===== src/rtl/lowpwr_pkg.sv =====
package lowpwr_pkg;

   // Status encoding seen at the ports
   typedef enum logic [1:0] {
      CS_RUN  = 2'b00,
      CS_IDLE = 2'b01,
      CS_STBY = 2'b10,
      CS_HALT = 2'b11
   } core_st_e;

   // Mode select encoding on the core request inputs
   localparam logic [1:0] MODE_IDLE = 2'b00;
   localparam logic [1:0] MODE_STBY = 2'b01;
   localparam logic [1:0] MODE_HALT = 2'b10;

   typedef enum logic [2:0] {
      HS_OFF   = 3'd0,
      HS_ENTER = 3'd1,
      HS_WLOW  = 3'd2,
      HS_WHIGH = 3'd3,
      HS_PLL   = 3'd4,
      HS_WAKE  = 3'd5
   } halt_st_e;

endpackage


===== src/rtl/lowpwr_wake_det.sv =====
module lowpwr_wake_det #(
   parameter int NPINS       = 64,
   parameter int SYNC_STAGES = 0
) (
   input  logic             clk,
   input  logic             rst_n,
   input  logic [NPINS-1:0] pins,
   input  logic [NPINS-1:0] mask,
   output logic             wake_any
);

   logic [NPINS-1:0] pins_s;

   if (NPINS < 1) begin : g_chk_pins
      $error("lowpwr_wake_det: NPINS must be at least 1");
   end
   if (SYNC_STAGES < 0) begin : g_chk_sync
      $error("lowpwr_wake_det: SYNC_STAGES must not be negative");
   end

   if (SYNC_STAGES == 0) begin : g_direct
      assign pins_s = pins;
   end else begin : g_sync
      logic [SYNC_STAGES-1:0][NPINS-1:0] pipe_q;
      always_ff @(posedge clk or negedge rst_n) begin
         if (!rst_n) begin
            pipe_q <= '1;
         end else begin
            pipe_q[0] <= pins;
            for (int i = 1; i < SYNC_STAGES; i++) begin
               pipe_q[i] <= pipe_q[i-1];
            end
         end
      end
      assign pins_s = pipe_q[SYNC_STAGES-1];
   end

   // a selected pin driven low requests a wake
   assign wake_any = |(mask & ~pins_s);

endmodule


===== src/rtl/lowpwr_core.sv =====
module lowpwr_core
   import lowpwr_pkg::*;
#(
   parameter int QW = 8
) (
   input  logic          clk,
   input  logic          rst_n,
   input  logic          osc_en,
   input  logic [1:0]    mode,
   input  logic          idle_stb,
   input  logic          hold,
   input  logic          force_run,
   input  logic          idle_exit,
   input  logic          stby_exit,
   input  logic          wake_any,
   input  logic [QW-1:0] qual_cycles,
   output core_st_e      state,
   output logic          clk_en
);

   localparam logic [QW-1:0] QMAX = '1;

   if (QW < 1) begin : g_chk_qw
      $error("lowpwr_core: QW must be at least 1");
   end

   core_st_e      st_q, st_d;
   logic [QW-1:0] qcnt_q;
   logic          pin_ok;

   assign pin_ok = wake_any && (qcnt_q >= qual_cycles);

   always_comb begin
      st_d = st_q;
      unique case (st_q)
         CS_RUN: begin
            if (idle_stb) begin
               if (mode == MODE_IDLE)      st_d = CS_IDLE;
               else if (mode == MODE_STBY) st_d = CS_STBY;
            end
         end
         CS_IDLE: if (idle_exit) st_d = CS_RUN;
         CS_STBY: if (stby_exit || pin_ok) st_d = CS_RUN;
         default: st_d = CS_RUN;
      endcase
      if (hold)      st_d = st_q;
      if (force_run) st_d = CS_RUN;
   end

   always_ff @(posedge clk or negedge rst_n) begin
      if (!rst_n) begin
         st_q   <= CS_RUN;
         qcnt_q <= '0;
      end else begin
         st_q <= st_d;
         if (st_q != CS_STBY || !wake_any || hold) begin
            qcnt_q <= '0;
         end else if (osc_en && qcnt_q != QMAX) begin
            qcnt_q <= qcnt_q + 1'b1;
         end
      end
   end

   assign state  = st_q;
   assign clk_en = (st_q == CS_RUN);

   AST_IDLE_LEAVE: assert property (@(posedge clk) disable iff (!rst_n)
      (st_q == CS_RUN && $past(st_q) == CS_IDLE) |-> $past(idle_exit || force_run));

   AST_STBY_LEAVE: assert property (@(posedge clk) disable iff (!rst_n)
      (st_q == CS_RUN && $past(st_q) == CS_STBY) |-> $past(stby_exit || force_run || wake_any));

endmodule


===== src/rtl/lowpwr_halt.sv =====
module lowpwr_halt
   import lowpwr_pkg::*;
#(
   parameter int LOW_MIN  = 20,
   parameter int OSC_WAIT = 1024,
   parameter int LOCK_DLY = 64
) (
   input  logic clk,
   input  logic rst_n,
   input  logic osc_en,
   input  logic req,
   input  logic wake_any,
   input  logic keep_in,
   input  logic wdog_rst,
   input  logic abort,
   input  logic pll_lock,
   output logic busy,
   output logic gated,
   output logic pll_pd,
   output logic wake,
   output logic exit_run,
   output logic keep_q
);

   localparam int SETTLE = OSC_WAIT + LOCK_DLY;
   localparam int CMAX   = (SETTLE > LOW_MIN) ? SETTLE : LOW_MIN;
   localparam int CW     = $clog2(CMAX + 1);
   localparam logic [CW-1:0] LOW_LAST = CW'(LOW_MIN - 1);
   localparam logic [CW-1:0] SET_LAST = CW'(SETTLE - 1);

   if (LOW_MIN < 1) begin : g_chk_low
      $error("lowpwr_halt: LOW_MIN must be at least 1");
   end
   if (SETTLE < 1) begin : g_chk_settle
      $error("lowpwr_halt: OSC_WAIT + LOCK_DLY must be at least 1");
   end

   halt_st_e      hs_q;
   logic [CW-1:0] cnt_q;
   logic          forced;

   // forced exits apply only while the clocks are gated
   assign forced = gated && (abort || (keep_q && wdog_rst));

   always_ff @(posedge clk or negedge rst_n) begin
      if (!rst_n) begin
         hs_q   <= HS_OFF;
         cnt_q  <= '0;
         keep_q <= 1'b0;
      end else if (forced) begin
         hs_q  <= HS_OFF;
         cnt_q <= '0;
      end else begin
         unique case (hs_q)
            HS_OFF: begin
               cnt_q <= '0;
               if (req) begin
                  hs_q   <= HS_ENTER;
                  keep_q <= keep_in;
               end
            end
            HS_ENTER: begin
               cnt_q <= '0;
               hs_q  <= HS_WLOW;
            end
            HS_WLOW: begin
               if (!wake_any) begin
                  cnt_q <= '0;
               end else if (osc_en) begin
                  if (cnt_q == LOW_LAST) begin
                     cnt_q <= '0;
                     hs_q  <= HS_WHIGH;
                  end else begin
                     cnt_q <= cnt_q + 1'b1;
                  end
               end
            end
            HS_WHIGH: begin
               cnt_q <= '0;
               if (!wake_any) hs_q <= HS_PLL;
            end
            HS_PLL: begin
               if (osc_en) begin
                  if (cnt_q == SET_LAST) begin
                     if (pll_lock) hs_q <= HS_WAKE;
                  end else begin
                     cnt_q <= cnt_q + 1'b1;
                  end
               end
            end
            default: begin
               cnt_q <= '0;
               hs_q  <= HS_OFF;
            end
         endcase
      end
   end

   assign busy     = (hs_q != HS_OFF);
   assign gated    = busy && (hs_q != HS_WAKE);
   assign pll_pd   = (hs_q == HS_ENTER) || (hs_q == HS_WLOW) || (hs_q == HS_WHIGH);
   assign wake     = (hs_q == HS_WAKE);
   assign exit_run = wake || forced;

   AST_WAKE_ONE_CYCLE: assert property (@(posedge clk) disable iff (!rst_n)
      wake |=> !wake);

   AST_KEEP_HELD: assert property (@(posedge clk) disable iff (!rst_n)
      (busy && $past(busy)) |-> $stable(keep_q));

   AST_NO_OVERFLOW: assert property (@(posedge clk) disable iff (!rst_n)
      (hs_q == HS_PLL) |-> (cnt_q <= SET_LAST));

   AST_PLL_AFTER_RELEASE: assert property (@(posedge clk) disable iff (!rst_n)
      (hs_q == HS_PLL && $past(hs_q) == HS_WHIGH) |-> $past(!wake_any));

endmodule


===== src/rtl/lowpwr_seq.sv =====
module lowpwr_seq
   import lowpwr_pkg::*;
#(
   parameter int SELW        = 32,
   parameter int QW          = 8,
   parameter int LOW_MIN     = 20,
   parameter int OSC_WAIT    = 1024,
   parameter int LOCK_DLY    = 64,
   parameter int SYNC_STAGES = 0
) (
   input  logic              clk,
   input  logic              rst_n,
   input  logic              osc_en,
   input  logic [1:0]        c0_mode,
   input  logic              c0_idle_stb,
   input  logic              c0_irq,
   input  logic              c0_nmi,
   input  logic              c0_wdint,
   input  logic              c0_pabort,
   input  logic [1:0]        c1_mode,
   input  logic              c1_idle_stb,
   input  logic              c1_irq,
   input  logic              c1_nmi,
   input  logic              c1_wdint,
   input  logic              c1_pabort,
   input  logic              ipi_0to1,
   input  logic              ipi_1to0,
   input  logic [SELW-1:0]   wake_sel_lo,
   input  logic [SELW-1:0]   wake_sel_hi,
   input  logic [2*SELW-1:0] wake_pins,
   input  logic [QW-1:0]     qual_cycles,
   input  logic              wd_keep,
   input  logic              wdog_rst,
   input  logic              pll_lock,
   output logic              c0_clk_en,
   output logic              c1_clk_en,
   output logic              sys_clk_en,
   output logic              wdog_clk_en,
   output logic              intosc_pd,
   output logic              pll_pwr_req,
   output logic              c0_wake_irq,
   output logic              c1_wake_irq,
   output logic [1:0]        c0_state,
   output logic [1:0]        c1_state
);

   localparam int NPINS  = 2 * SELW;
   localparam int NCORES = 2;

   if (SELW < 1) begin : g_chk_selw
      $error("lowpwr_seq: SELW must be at least 1");
   end

   logic             wake_any;
   logic             h_busy, h_gated, h_pll_pd, h_wake, h_exit, h_keep;
   logic             halt_req;

   logic [NCORES-1:0][1:0] mode_v;
   logic [NCORES-1:0]      stb_v, irq_v, nmi_v, wdint_v, pab_v, ipi_in_v, cen_v;
   core_st_e               st_v [NCORES];

   assign mode_v   = {c1_mode, c0_mode};
   assign stb_v    = {c1_idle_stb, c0_idle_stb};
   assign irq_v    = {c1_irq, c0_irq};
   assign nmi_v    = {c1_nmi, c0_nmi};
   assign wdint_v  = {c1_wdint, c0_wdint};
   assign pab_v    = {c1_pabort, c0_pabort};
   assign ipi_in_v = {ipi_0to1, ipi_1to0};

   lowpwr_wake_det #(
      .NPINS       (NPINS),
      .SYNC_STAGES (SYNC_STAGES)
   ) u_wake (
      .clk      (clk),
      .rst_n    (rst_n),
      .pins     (wake_pins),
      .mask     ({wake_sel_hi, wake_sel_lo}),
      .wake_any (wake_any)
   );

   for (genvar g = 0; g < NCORES; g++) begin : g_core
      lowpwr_core #(.QW(QW)) u_core (
         .clk         (clk),
         .rst_n       (rst_n),
         .osc_en      (osc_en),
         .mode        (mode_v[g]),
         .idle_stb    (stb_v[g]),
         .hold        (h_busy),
         .force_run   (h_exit),
         .idle_exit   (irq_v[g] || nmi_v[g]),
         .stby_exit   (wdint_v[g] || nmi_v[g ^ 1] || ipi_in_v[g] || pab_v[g]),
         .wake_any    (wake_any),
         .qual_cycles (qual_cycles),
         .state       (st_v[g]),
         .clk_en      (cen_v[g])
      );
   end

   // system halt: first core only, second core must already be idle
   assign halt_req = c0_idle_stb && (c0_mode == MODE_HALT) && (st_v[0] == CS_RUN)
                     && (st_v[1] == CS_IDLE) && !h_busy;

   lowpwr_halt #(
      .LOW_MIN  (LOW_MIN),
      .OSC_WAIT (OSC_WAIT),
      .LOCK_DLY (LOCK_DLY)
   ) u_halt (
      .clk      (clk),
      .rst_n    (rst_n),
      .osc_en   (osc_en),
      .req      (halt_req),
      .wake_any (wake_any),
      .keep_in  (wd_keep),
      .wdog_rst (wdog_rst),
      .abort    (c0_pabort || c1_pabort),
      .pll_lock (pll_lock),
      .busy     (h_busy),
      .gated    (h_gated),
      .pll_pd   (h_pll_pd),
      .wake     (h_wake),
      .exit_run (h_exit),
      .keep_q   (h_keep)
   );

   assign sys_clk_en  = !h_gated;
   assign c0_clk_en   = cen_v[0] && !h_gated;
   assign c1_clk_en   = cen_v[1] && !h_gated;
   assign wdog_clk_en = !h_gated || h_keep;
   assign intosc_pd   = h_gated && !h_keep;
   assign pll_pwr_req = !h_pll_pd;
   assign c0_wake_irq = h_wake;
   assign c1_wake_irq = h_wake;
   assign c0_state    = h_busy ? CS_HALT : st_v[0];
   assign c1_state    = h_busy ? CS_HALT : st_v[1];

   AST_HALT_PEER_IDLE: assert property (@(posedge clk) disable iff (!rst_n)
      $rose(h_busy) |-> $past(st_v[1] == CS_IDLE));

   AST_PEER_FROZEN: assert property (@(posedge clk) disable iff (!rst_n)
      h_gated |-> (st_v[1] == CS_IDLE));

endmodule


===== config.mk =====
export PLATFORM = sky130hd
export DESIGN_NAME = lowpwr_seq
export DESIGN_NICKNAME = d
export VERILOG_FILES = /design/src/rtl/lowpwr_pkg.sv /design/src/rtl/lowpwr_wake_det.sv /design/src/rtl/lowpwr_core.sv /design/src/rtl/lowpwr_halt.sv /design/src/rtl/lowpwr_seq.sv
export SDC_FILE = /design/constraint.sdc
export NUM_CORES = 1
export LEC_CHECK = 0
export BUFFER_PORTS_ARGS = -buffer_cell sky130_fd_sc_hd__buf_2
export CAP_MARGIN = 10
export CORE_MARGIN = 2
export CORE_UTILIZATION = 41
export DETAILED_ROUTE_END_ITERATION = 10
export HOLD_SLACK_MARGIN = 0.05
export PLACE_DENSITY = 0.78
export SLEW_MARGIN = 20
export SYNTH_ARGS = -nofsm -noshare
export SYNTH_HDL_FRONTEND = slang
export SYNTH_SLANG_ARGS = --single-unit

===== constraint.sdc =====
create_clock -name clk -period 1.9 [get_ports clk]
set_input_delay 0.475 -clock clk [delete_from_list [all_inputs] [get_ports clk]]
set_output_delay 0.475 -clock clk [all_outputs]
set_load 0.03 [all_outputs]

# Yosys cells after proc, flatten, opt, wreduce, memory -nomap -nowiden
# Cells that the tools add are included.
# word_totals
out_inout_bits	12
ff_bits	35
wordCells	145
# op_classes
n_bitwise	3
eq_ne	38
n_mux	39
reduce_logical	53
n_lt_le_gt_ge	2
n_addsub	3
# ops
op	n
$mux 11	6
$and 64x64->64	1
$not 64->64	1
$reduce_or 64->1	1
$mux 2	16
$mux 8	4
$mux 3	9
$ne 3x2->1 const B	9
$pmux 11 s2	1
$logic_or 1x1->1	20
$add 8x1->8 const B	2
$ge 8x8->1	2
$ne 8x8->1 const B	2
$ne 3x1->1 const B	5
$pmux 3 s5	1
$logic_and 1x1->1	14
$pmux 2 s3	2
$add 11x1->11 const B	1
$eq 11x11->1 const B	1
$eq 11x5->1 const B	1
$reduce_and 5->1	2
$eq 2x1->1 const B	4
$logic_not 2->1	4
$ne 4x3->1 const B	2
other kinds (14)	27

# Depth between registers and ports, before layout
# depth
depth_word	9
depth_mapped	9
mapped_depth_nobuf	9

# Modules after synthesis
# Synthesis repeated with hierarchy kept, for this count alone.
# hier_totals
hier_cells	373
hier_area_um2	3196.8
# modules_own_cells
module	cells_each	instances	area_each_um2	seq_area_each_um2
lowpwr_core	82	2	740.7	250.2
lowpwr_halt	106	1	1061.0	375.4
lowpwr_wake_det	85	1	531.8	0.0
lowpwr_seq	18	1	122.6	0.0

# Worst setup path after synthesis
# OpenSTA, ideal clock, no wires.
# synth_path
kind	input-to-reg
start	input wake_sel_lo[13]
end	register u_halt.cnt_q[5]
stages	8
arrival_time_ns	2.211
setup_time_ns	0.132
setup_slack_ns	-0.443
path_cell_list	nor2b_1 -> a2111oi_1 -> nand4_1 -> nor4_4 -> o22ai_2 -> buf_2 -> a22oi_1 -> o41ai_2
# synth_via
elab_chain_len	5
elab_cells_between_ends	7
cone_classes	eq/ne: 1; mux: 3; bitwise: 1; reduce/logical: 2
# synth_lines
element	line	rtl
start: declaration	lowpwr_seq.sv:28	input logic [SELW-1:0] wake_sel_lo,
$and 64x64->64 *	lowpwr_wake_det.sv:39	assign wake_any = |(mask & ~pins_s);
$reduce_or 64->1 *	lowpwr_wake_det.sv:39	
$mux 11	lowpwr_halt.sv:67	if (!wake_any) begin
$pmux 11 s2	lowpwr_halt.sv:54	unique case (hs_q)
$mux 11	lowpwr_halt.sv:50	end else if (forced) begin
end signal: assignment	lowpwr_halt.sv:74	cnt_q <= cnt_q + 1'b1;
end signal: assignment	lowpwr_halt.sv:87	cnt_q <= cnt_q + 1'b1;
end: declaration	lowpwr_halt.sv:39	logic [CW-1:0] cnt_q;
# Mark *: on every way between the ends. The rest lies on a longest branch, timed or not.
# A chain may end at the register's enable or synchronous reset.

# Worst setup path in the final report
# layout_path
start	input wake_sel_hi[14]
end	register g_core[0].u_core.st_q[0]
# layout_via
elab_chain_len	6
# layout_lines
element	line	rtl
start: declaration	lowpwr_seq.sv:29	input logic [SELW-1:0] wake_sel_hi,
$and 64x64->64	lowpwr_wake_det.sv:39	
$reduce_or 64->1	lowpwr_wake_det.sv:39	
$logic_and 1x1->1	lowpwr_core.sv:31	assign pin_ok = wake_any && (qcnt_q >= qual_cycles);
$logic_or 1x1->1	lowpwr_core.sv:43	CS_STBY: if (stby_exit || pin_ok) st_d = CS_RUN;
$ne 3x1->1 (no line)	n/a	
$reduce_and 5->1 (no line)	n/a	
end signal: assignment	lowpwr_core.sv:55	st_q <= st_d;
end: declaration	lowpwr_core.sv:27	core_st_e st_q, st_d;
# Every way passes these cells.

==> run summary <==
HPWL Detailed = 9713 µm
Reg clk slew, reported paths = 80 ps
Cell Pwr Density = 563.8 nW/µm²
Largest net degree at the start of global routing = 21
Data arrival, critical path = 2400 ps
Post-synth EDFFs = 0
Root Driver = clkbuf_8
Failing checks = setup timing
Post-synth top area share = 29.17%
Sequential share of the synthesized area = 29.17%
Share of cells above drive strength 1 = 53.65%
Async set-reset flop share out of synthesis = 100.0%
Final min period = 2207 ps
Final Max Tran Viols = 0
CTS tree = done
CP Max Fanout = 6
Core area = 7176 µm²
Post-DP Area = 4258 µm²
Hold Buf Count CTS = 0
Synth Register Bits = 35
Syn nets = 542
I/O pin total = 170
Final Worst Setup Slack = -307.2 ps
Largest area contributor in the netlist = dfrtp_1
Crit-path most repeated cell = buf_6
Antenna viol nets, final = 0
Post-route DRC = 0
Routability-driven placement congestion ratio = 1.076
R2R Path End = g_core[0].u_core.state[0]$_DFFE_PN0P_
RSZ-0062 raised after global routing = yes
First-pass GRT wire length = 19130 µm
Critical path class = in -> reg
Critical path's top delay family = simple AND/OR/NAND/NOR gates
Main synth FF type = dfrtp_1
GR Overflow Total = 0
TritonCTS Buffers = 5
# Max-Cap Violations = 0
Clock latency on the worst-skew pair = 300 ps
CP cell instances = buf_6 -> nor2b_4 -> a2111oi_4 -> nand4_1 -> nor4_4 -> buf_4 -> buf_6 -> o21ai_4 -> o211ai_1 -> mux2i_1
Req. time, crit path = 2090 ps
RR Startpoint = g_core[0].u_core.qcnt_q[5]$_DFFE_PN0P_
Die Wd = 89.58 µm
Fin cells = 691
Hold/Removal Path Class = in -> async
Worst path slowest cell = a2111oi_4
Count of final setup violators = 44
Crit. End Element = register
Nets@finish = 765
Vias in the first global route = 3872
Max Root-Sink Buffers = 2
WL/cell = 18.93 µm
Port Buf Inserts = 169
Num Clock Sinks = 35
Die Ht = 89.58 µm
CTS H-tree lvls = 2
Crit path buf inv count = 3
Synth Warn # = 0
Layout Utilization = 71.74%
# placed instances = 661
Pleak = 2.499 nW
First-iteration detailed-routing DRC count = 254
Synthesized instance count = 365
Leading post-synthesis cells by cell area = dfrtp_1 29%, nor2b_1 11%, ha_1 7.9%
Post-route clock period utilization = 116.2%
Cell depth of the worst flop-to-flop path = 8
Worst-Margin Slew = 459.1 ps
Via density = 5.528
Worst hold slack = 104.7 ps
Outcome = finished, violations left
Post-route cell area = 5147 µm²
Overall Global Routing Usage = 31.81%
Routed wire length = 13080 µm
DRT Pass-1 Iters = 5
CP max stage delay = 330 ps
Final hold violation count = 0
Post-Syn Area per Cell = 8.227 µm²
Peak supply drop = 299.2 µV
Synth cell types = 53
Antenna violations before repair = 3
Starting Density = 41.85%
DIE AREA = 8025 µm²
Setup crit start kind = input port
Clock skew = 1.957 ps
P&R area growth vs syn = 71.42%
Mapped Area = 3003 µm²
Achievable frequency = 0.4531 GHz
Worst slack, placed = -816.6 ps
Via count = 3820
Row count = 31
Relative slew margins = 69.21%
R2R Setup Slk = -210 ps
## cells in the final DEF, fill, tap and decap left out, types with 17 or more instances in the layout
cell type / count
ha_1: 19
buf_2: 155
nand2_1: 20
buf_6: 20
nor2b_4: 17
buf_4: 46
nor2_1: 18
dfrtp_1: 35
nor2b_1: 37
inv_1: 37
## per-stage QoR
stage / TNS, ps / total power [mW]
floorplan: -7942 / 1.386
global placement: -22320 / 1.754
detailed placement: -22710 / 1.780
CTS: -4137 / 2.729
global route: -8806 / 3.022
finish: -5658 / 2.902
## per-layer routing
layer | vias up | routed length [µm] | GRT usage, %
met5 | - | 0 | 0
met4 | 0 | 699 | 16.28
met3 | 60 | 913 | 7.130
met2 | 207 | 6682 | 57.29
met1 | 1804 | 4788 | 34.79
li1 | 1749 | - | -
## sequential cells by signal (all words and copies together), names as in the netlist
signal                count
g_core.u_core.qcnt_q     16
u_halt.cnt_q             11
g_core.u_core.state       4
u_halt.hs_q               3
u_halt.keep_q             1
## report_power, final
group	internal (mW)	total (mW)	leakage, nW	switching, mW
Combinational	0.595	1.21	1.95	0.613
Sequential	0.789	0.865	0.485	0.0758
Clock	0.524	0.829	0.0644	0.305
## worst max-delay path by stage
stage                               start                                     to  slack, ps  cells after the start
after floorplan            wake_sel_hi[9]            u_halt.cnt_q[5]$_DFFE_PN0P_       -410                      8
after global placement     wake_sel_hi[9]            u_halt.cnt_q[6]$_DFFE_PN0P_       -800                      8
after detailed placement   wake_sel_hi[9]            u_halt.cnt_q[6]$_DFFE_PN0P_       -820                      8
after CTS                 wake_sel_hi[10]            u_halt.cnt_q[5]$_DFFE_PN0P_       -190                      9
after global routing      wake_sel_hi[25]  g_core[0].u_core.state[0]$_DFFE_PN0P_       -360                     10
final                     wake_sel_hi[14]  g_core[0].u_core.state[0]$_DFFE_PN0P_       -310                     10
## synthesized netlist by cell type (all sizes together) (4+ instances only)
cell	number
inv	39
nand2	21
nand3	15
dfrtp	35
ha	19
nor2	29
nand2b	7
nand4	15
o22ai	4
mux2i	5
clkbuf	5
o21ai	13
or2	4
a22oi	4
nor2b	54
a2111oi	16
xor2	7
or3	9
a21oi	13
nor4	4
nor3	6
a21o	6
## timing repair
action,4_1_cts,5_1_grt
endpoints found under the setup margin,44,45
setup buffers,13,6
hold endpoints to repair,0,0
gates resized for setup,75,62
gates cloned,2,0
pin swaps,34,30
## layout make-up
cell class,instances,area (µm²)
flip-flops and latches,35,875.8
fillers,519,2028
inverters,39,148.9
well taps,99,123.9
clock inverters,3,67.56
diodes,3,7.507
multi-input cells,285,2489
repair buffers,222,1366
clock buffers,5,68.82
## cell families (layout without fill, tap and decap cells)
kind of cell | count (synthesis) | after routing | synth area share, %
compound gates | 76 | 77 | 19.75
xor+xnor | 10 | 10 | 2.917
fa+ha+maj | 19 | 19 | 7.917
buf+inv | 47 | 269 | 6.292
flops | 35 | 35 | 29.17
mux | 6 | 6 | 2.042
other cells | 0 | 3 | 0
simple gates | 172 | 173 | 31.92
No activity file was read; power rests on OpenSTA's default activity.
